$ cat src/rtl/row_resv_pkg.sv
package row_resv_pkg;

  // direction of travel along the row
  typedef enum logic {
    DIR_UP   = 1'b0,
    DIR_DOWN = 1'b1
  } dir_e;

  // true when i lies on the inclusive span between a and b
  function automatic logic in_span(input int unsigned i, input int unsigned a,
                                   input int unsigned b);
    int unsigned lo;
    int unsigned hi;
    lo = (a < b) ? a : b;
    hi = (a < b) ? b : a;
    return (i >= lo) && (i <= hi);
  endfunction

endpackage

$ cat src/rtl/rr_pick.sv
module rr_pick #(
  parameter int N = 8,
  localparam int IW = (N > 1) ? $clog2(N) : 1
) (
  input  logic          clk,
  input  logic          rst,
  input  logic [N-1:0]  elig,
  output logic [N-1:0]  win,
  output logic          any,
  output logic [IW-1:0] widx
);

  logic [IW-1:0] ptr;

  always_comb begin
    any  = 1'b0;
    widx = '0;
    for (int unsigned k = 0; k < N; k++) begin
      int unsigned c;
      c = int'(ptr) + k;
      if (c >= N) c = c - N;
      if (!any && elig[c]) begin
        any  = 1'b1;
        widx = IW'(c);
      end
    end
    win = '0;
    if (any) win[widx] = 1'b1;
  end

  always_ff @(posedge clk) begin
    if (rst) begin
      ptr <= '0;
    end else if (any) begin
      ptr <= (int'(widx) == N - 1) ? '0 : widx + 1'b1;
    end
  end

endmodule

$ cat src/rtl/resv_fifo.sv
module resv_fifo #(
  parameter int DEPTH = 4,
  parameter int EW    = 6,
  localparam int AW   = (DEPTH > 1) ? $clog2(DEPTH) : 1,
  localparam int CW   = $clog2(DEPTH + 1)
) (
  input  logic          clk,
  input  logic          rst,
  input  logic          push,
  input  logic [EW-1:0] wdata,
  input  logic          pop,
  output logic          full,
  output logic          ctl_vld,
  output logic [EW-1:0] ctl_data
);

  logic [EW-1:0] mem [DEPTH];
  logic [AW-1:0] rd_ptr, wr_ptr, rd_nxt;
  logic [CW-1:0] cnt;
  logic          push_ok, pop_ok;
  logic          nxt_vld;
  logic [EW-1:0] nxt_data;

  function automatic logic [AW-1:0] bump(input logic [AW-1:0] p);
    return (int'(p) == DEPTH - 1) ? '0 : p + 1'b1;
  endfunction

  assign full    = (int'(cnt) == DEPTH);
  assign push_ok = push && !full;
  assign pop_ok  = pop && (cnt != '0);
  assign rd_nxt  = bump(rd_ptr);

  // storage: single write port, no reset, so it maps to distributed or block RAM
  always_ff @(posedge clk) begin
    if (push_ok) mem[wr_ptr] <= wdata;
  end

  always_ff @(posedge clk) begin
    if (rst) begin
      rd_ptr <= '0;
      wr_ptr <= '0;
      cnt    <= '0;
    end else begin
      if (push_ok) wr_ptr <= bump(wr_ptr);
      if (pop_ok)  rd_ptr <= rd_nxt;
      if (push_ok && !pop_ok)      cnt <= cnt + 1'b1;
      else if (pop_ok && !push_ok) cnt <= cnt - 1'b1;
    end
  end

  // next crossbar setting, prepared from the second entry before teardown
  always_comb begin
    nxt_vld  = ctl_vld;
    nxt_data = ctl_data;
    if (pop_ok) begin
      if (int'(cnt) >= 2) begin
        nxt_vld  = 1'b1;
        nxt_data = mem[rd_nxt];
      end else begin
        nxt_vld  = push_ok;
        nxt_data = wdata;
      end
    end else if (cnt == '0) begin
      nxt_vld  = push_ok;
      nxt_data = wdata;
    end
  end

  always_ff @(posedge clk) begin
    if (rst) begin
      ctl_vld  <= 1'b0;
      ctl_data <= '0;
    end else begin
      ctl_vld  <= nxt_vld;
      ctl_data <= nxt_data;
    end
  end

endmodule

$ cat src/rtl/row_resv_net.sv
module row_resv_net
  import row_resv_pkg::*;
#(
  parameter int NODES = 8,
  parameter int DEPTH = 4,
  localparam int IW   = (NODES > 1) ? $clog2(NODES) : 1,
  localparam int EW   = 2 * IW,
  localparam int NQ   = 2 * NODES
) (
  input  logic               clk,
  input  logic               rst,
  input  logic [NODES-1:0]   req_vld,
  input  logic [NODES*IW-1:0] req_dst,
  output logic [NODES-1:0]   arb_win,
  output logic               bc_vld,
  output logic [IW-1:0]      bc_src,
  output logic [IW-1:0]      bc_dst,
  input  logic [NQ-1:0]      pop,
  output logic [NQ-1:0]      full,
  output logic [NQ-1:0]      act_vld,
  output logic [NQ*EW-1:0]   act_ent
);

  logic [NODES-1:0] elig;
  logic             any;
  logic [IW-1:0]    widx;
  logic [IW-1:0]    wdst;
  dir_e             wdir;
  logic [EW-1:0]    wentry;
  logic [NQ-1:0]    enq_vec;

  // eligibility: valid, real travel, and no full queue on the span
  for (genvar s = 0; s < NODES; s++) begin : g_elig
    logic [IW-1:0] d;
    dir_e          dr;
    logic          blk;
    assign d  = req_dst[s*IW +: IW];
    assign dr = (int'(d) > s) ? DIR_UP : DIR_DOWN;
    always_comb begin
      blk = 1'b0;
      for (int unsigned j = 0; j < NODES; j++) begin
        if (in_span(j, s, int'(d)) && full[int'(dr) * NODES + j]) blk = 1'b1;
      end
    end
    assign elig[s] = req_vld[s] && (int'(d) != s) && (int'(d) < NODES) && !blk;
  end

  rr_pick #(.N(NODES)) u_arb (
    .clk  (clk),
    .rst  (rst),
    .elig (elig),
    .win  (arb_win),
    .any  (any),
    .widx (widx)
  );

  assign wdst   = req_dst[widx*IW +: IW];
  assign wdir   = (wdst > widx) ? DIR_UP : DIR_DOWN;
  assign wentry = {widx, wdst};

  // every node on the span appends in the same edge
  for (genvar dd = 0; dd < 2; dd++) begin : g_dir
    for (genvar i = 0; i < NODES; i++) begin : g_node
      assign enq_vec[dd*NODES + i] = any && (int'(wdir) == dd) &&
                                     in_span(i, int'(widx), int'(wdst));
    end
  end

  for (genvar k = 0; k < NQ; k++) begin : g_q
    resv_fifo #(.DEPTH(DEPTH), .EW(EW)) u_fifo (
      .clk      (clk),
      .rst      (rst),
      .push     (enq_vec[k]),
      .wdata    (wentry),
      .pop      (pop[k]),
      .full     (full[k]),
      .ctl_vld  (act_vld[k]),
      .ctl_data (act_ent[k*EW +: EW])
    );
  end

  always_ff @(posedge clk) begin
    if (rst) begin
      bc_vld <= 1'b0;
      bc_src <= '0;
      bc_dst <= '0;
    end else begin
      bc_vld <= any;
      if (any) begin
        bc_src <= widx;
        bc_dst <= wdst;
      end
    end
  end

endmodule

$ cat config.mk
export PLATFORM = sky130hd
export DESIGN_NAME = row_resv_net
export DESIGN_NICKNAME = d
export VERILOG_FILES = /design/src/rtl/row_resv_pkg.sv /design/src/rtl/rr_pick.sv /design/src/rtl/resv_fifo.sv /design/src/rtl/row_resv_net.sv
export SDC_FILE = /design/constraint.sdc
export NUM_CORES = 1
export LEC_CHECK = 0
export CAP_MARGIN = 20
export CORE_MARGIN = 2
export CORE_UTILIZATION = 60
export DETAILED_ROUTE_END_ITERATION = 8
export PLACE_DENSITY = 0.82
export SLEW_MARGIN = 10
export SYNTH_ARGS = -nofsm -noshare
export SYNTH_HDL_FRONTEND = slang
export SYNTH_HIERARCHICAL = 1
export SYNTH_SLANG_ARGS = --single-unit
$ cat constraint.sdc
create_clock -name clk -period 13.6 [get_ports clk]
set_clock_uncertainty 0.2 [all_clocks]
set_input_delay 2.72 -clock clk [delete_from_list [all_inputs] [get_ports clk]]
set_output_delay 2.72 -clock clk [all_outputs]
set_load 0.005 [all_outputs]
==> results.md <==
- Total number of yosys warnings: 6
- Status: finished, final reports clean
- Hold Vio Cnt, Final: 0
- IO Pins: roughly 190
- H-tree Lvls: 2
- CTS resizes: 0
- Met2 Routed Length: approximately 34000 um
- Largest net degree at the start of global routing: 84
- Area grow syn2layout: 15.1%
- Post-synth EDFFs: 384
- Total grt overflow: 0
- CTS tree: yes
- Top-count cell post-synth: edfxtp_1
- RSZ-0062 raised after global routing: false
- Initial Util: 0.609
- Port Buf Inserts: roughly 190
- Crit path required time: 13.95 ns
- Slowest stage delay, CP: 0.81 ns
- Share of cells above drive strength 1: 0.122
- DR DRC count: 0
- Routability Congestion: a little under 0.9
- Synth area leaders: edfxtp_1 (40%), dfxtp_1 (16%), mux2i_1 (6.7%)
- Reg clk slew, reported paths: ~0.060 ns
- FF+latch count, synth: 618
- Post-synthesis async set-or-reset flop share: 0
- Crit start category: primary input
- Iteration-0 DRC Markers: around 2000
- Drt via density: 6.39
- Die H: ~220 um
- Netlist Area Pre-Place: between 20000 and 30000 um^2
- Buf/Inv on CP: 5
- Final Critical Period: approximately 11 ns
- Final period utilization: 0.831
- DP Wirelength: about 47000 um
- Syn avg cell area: approximately 13 um^2
- Top cell type's share of synthesized area: 0.396
- Crit Path Category: in2reg
- Routed WL per cell: 22.8 um
- Peak Freq: roughly 89 MHz
- Uppermost routed layer: met5
- Gr usage total: 0.278
- Clock sinks: 618
- Cts bufs inserted: 61
- Vias in the first global route: 19600
- Slowest cell on crit path: mux4_2
- Hold_buf cts: 0
- Routed vias: around 20000
- Clock Tree Buf Depth: 3
- Core Area: between 40000 and 50000 um^2
- First-pass GRT wire length: 109000 um
- Max_cap viols: 0
- Rel. slew slack: 0.225
- CTS root buffer: clkbuf_16
- Chip width: approximately 220 um
- Met1 WL: around 28000 um
- Commonest cells post-synth: edfxtp_1 (384), dfxtp_1 (234), mux2i_1 (195), nor2_1 (129), ha_1 (103)
- Distinct cells, synth: ~90
- Synth Flop Type: edfxtp_1
- Initial antenna violation count: 6
- Class of the worst hold path: reg2reg
- Worst EP arrival: 11.65 ns
- Setup TNS: 0 ns
- Critical Path End Type: flop
- Wirelength, routed: between 70000 and 80000 um
- Worst Max-Slew Pin Slew: 1.16 ns
- CP max FO: between 40 and 50
- Post-Synthesis Cells: ~2200
- Num rows: 80
- Setup bufs post-CTS: 0
- Layout net count: between 2000 and 3000
- Cell family with most CP delay: compound AO/OA/AOI/OAI gates
- Cell taking the most area after synthesis: edfxtp_1
- Syn nets: about 2400
- Met3 wire len: just under 6000 um
- Post-synthesis sequential area ratio: 0.556
- Slew Limit Fails: 0
- Skew-Pair Late Insertion Delay: 0.63 ns
- DIE AREA: 50400 um^2
- Drt pass-1 iters: 6
- Final Setup Violations: 0
- Post-DRT Antenna Nets: 0
==> path summary, 6_finish.rpt <==
check / from / end / slack [ns] / depth (start not counted)
worst min register to register: g_q[12].u_fifo/rd_ptr[0]$_SDFFE_PP0N_ / g_q[12].u_fifo/rd_ptr[0]$_SDFFE_PP0N_ / 0.28 / 2
worst max-delay path: req_dst[1] / g_q[0].u_fifo/cnt[2]$_SDFFE_PP0P_ / 2.30 / 25
worst max register to register: g_q[9].u_fifo/cnt[2]$_SDFFE_PP0P_ / g_q[0].u_fifo/cnt[2]$_SDFFE_PP0P_ / 3.80 / 25
worst min-delay path: g_q[12].u_fifo/rd_ptr[0]$_SDFFE_PP0N_ / g_q[12].u_fifo/rd_ptr[0]$_SDFFE_PP0N_ / 0.28 / 2
==> cells by family after synthesis <==
| family | after synthesis | synth area share |
|---|---|---|
| buffers and inverters | 197 | 0.0310 |
| flip-flops | 618 | 0.556 |
| adder cells (fa/ha/maj) | 119 | 0.0552 |
| AND/OR/NAND/NOR | 535 | 0.109 |
| XOR/XNOR | 34 | 0.0102 |
| multiplexers | 314 | 0.131 |
| AO/OA/AOI/OAI | 427 | 0.107 |
==> cell type report <==
cell class	count	area (um^2)
diodes	4	10.0
flip-flops and latches	618	16200
clock inverters	33	395
clock buffers	82	1700
inverters	89	339
multi-input cells	1429	12100
repair buffers	214	2090
well taps	615	769
fillers	3221	14300
==> worst reg2reg max path: cells and delay by family, from the launching register on <==
family                   cells  cell delay, ns
AO/OA/AOI/OAI                7            1.54
XOR/XNOR                     1            0.15
adder cells (fa/ha/maj)      3            1.03
buffers and inverters        4            1.40
flip-flops                   1            0.41
multiplexers                 3            1.84
AND/OR/NAND/NOR              7            3.15
==> through the flow <==
step / instance area (um^2) / utilization / hold WS, ns / setup slack, ns / instances
2_1_floorplan: 29200 / - / 0.240 / 2.65 / 2244
3_3_place_gp: 31500 / 0.657 / 0.248 / 2.08 / 2964
3_5_place_dp: 31500 / 0.658 / 0.265 / 1.81 / 2965
4_1_cts: 33600 / 0.701 / 0.279 / 2.42 / 3080
5_1_grt: 33600 / 0.701 / 0.299 / 1.81 / 3080
6_report: 33600 / 0.701 / 0.276 / 2.30 / 3084
==> layout by cell type, fill, tap and decap left out, types with 13 or more instances in the layout <==
| cell type | netlist | final |
|---|---|---|
| nand2_1 | 35 | 35 |
| xor2_1 | 32 | 32 |
| clkdlybuf4s50_1 | 0 | 191 |
| mux2i_1 | 195 | 195 |
| nor3b_1 | 14 | 13 |
| nand2b_1 | 27 | 27 |
| clkbuf_1 | 48 | 13 |
| or3_1 | 33 | 33 |
| mux2_2 | 69 | 68 |
| o31ai_1 | 14 | 14 |
| and2_1 | 69 | 69 |
| a21oi_1 | 79 | 79 |
| fa_1 | 16 | 16 |
| nand3_1 | 18 | 18 |
| nand3b_1 | 19 | 19 |
| nor3_1 | 28 | 28 |
| nor3b_2 | 15 | 16 |
| dfxtp_1 | 234 | 234 |
| mux4_2 | 41 | 41 |
| inv_1 | 84 | 82 |
| ha_1 | 103 | 103 |
| clkinv_2 | 0 | 14 |
| o22ai_1 | 72 | 72 |
| o21ai_0 | 56 | 56 |
| nor2_1 | 129 | 129 |
| a32oi_1 | 78 | 78 |
| a211oi_1 | 25 | 25 |
| nor2b_1 | 84 | 84 |
| or4_1 | 16 | 16 |
| buf_4 | 12 | 21 |
| a311oi_2 | 15 | 15 |
| edfxtp_1 | 384 | 384 |
| clkbuf_16 | 0 | 62 |
==> registers in the layout, indices dropped and copies added, names as in the netlist <==
| name | flops |
|---|---|
| g_q.u_fifo/mem | 384 |
| g_q.u_fifo/ctl_data | 96 |
| g_q.u_fifo/cnt | 48 |
| g_q.u_fifo/rd_ptr | 32 |
| g_q.u_fifo/wr_ptr | 32 |
| g_q.u_fifo/ctl_vld | 16 |
| bc_dst | 3 |
| bc_src | 3 |
| u_arb/ptr | 3 |
| bc_vld | 1 |
==> layer usage <==
layer,global-route usage,up-vias
met3,0.0682,186
met2,0.463,841
met1,0.353,9777
li1,-,8899
met5,0,-
met4,0.104,12
Power is not shown: default switching activity piles up to over one toggle a cycle in this logic, so the estimate is an artifact.
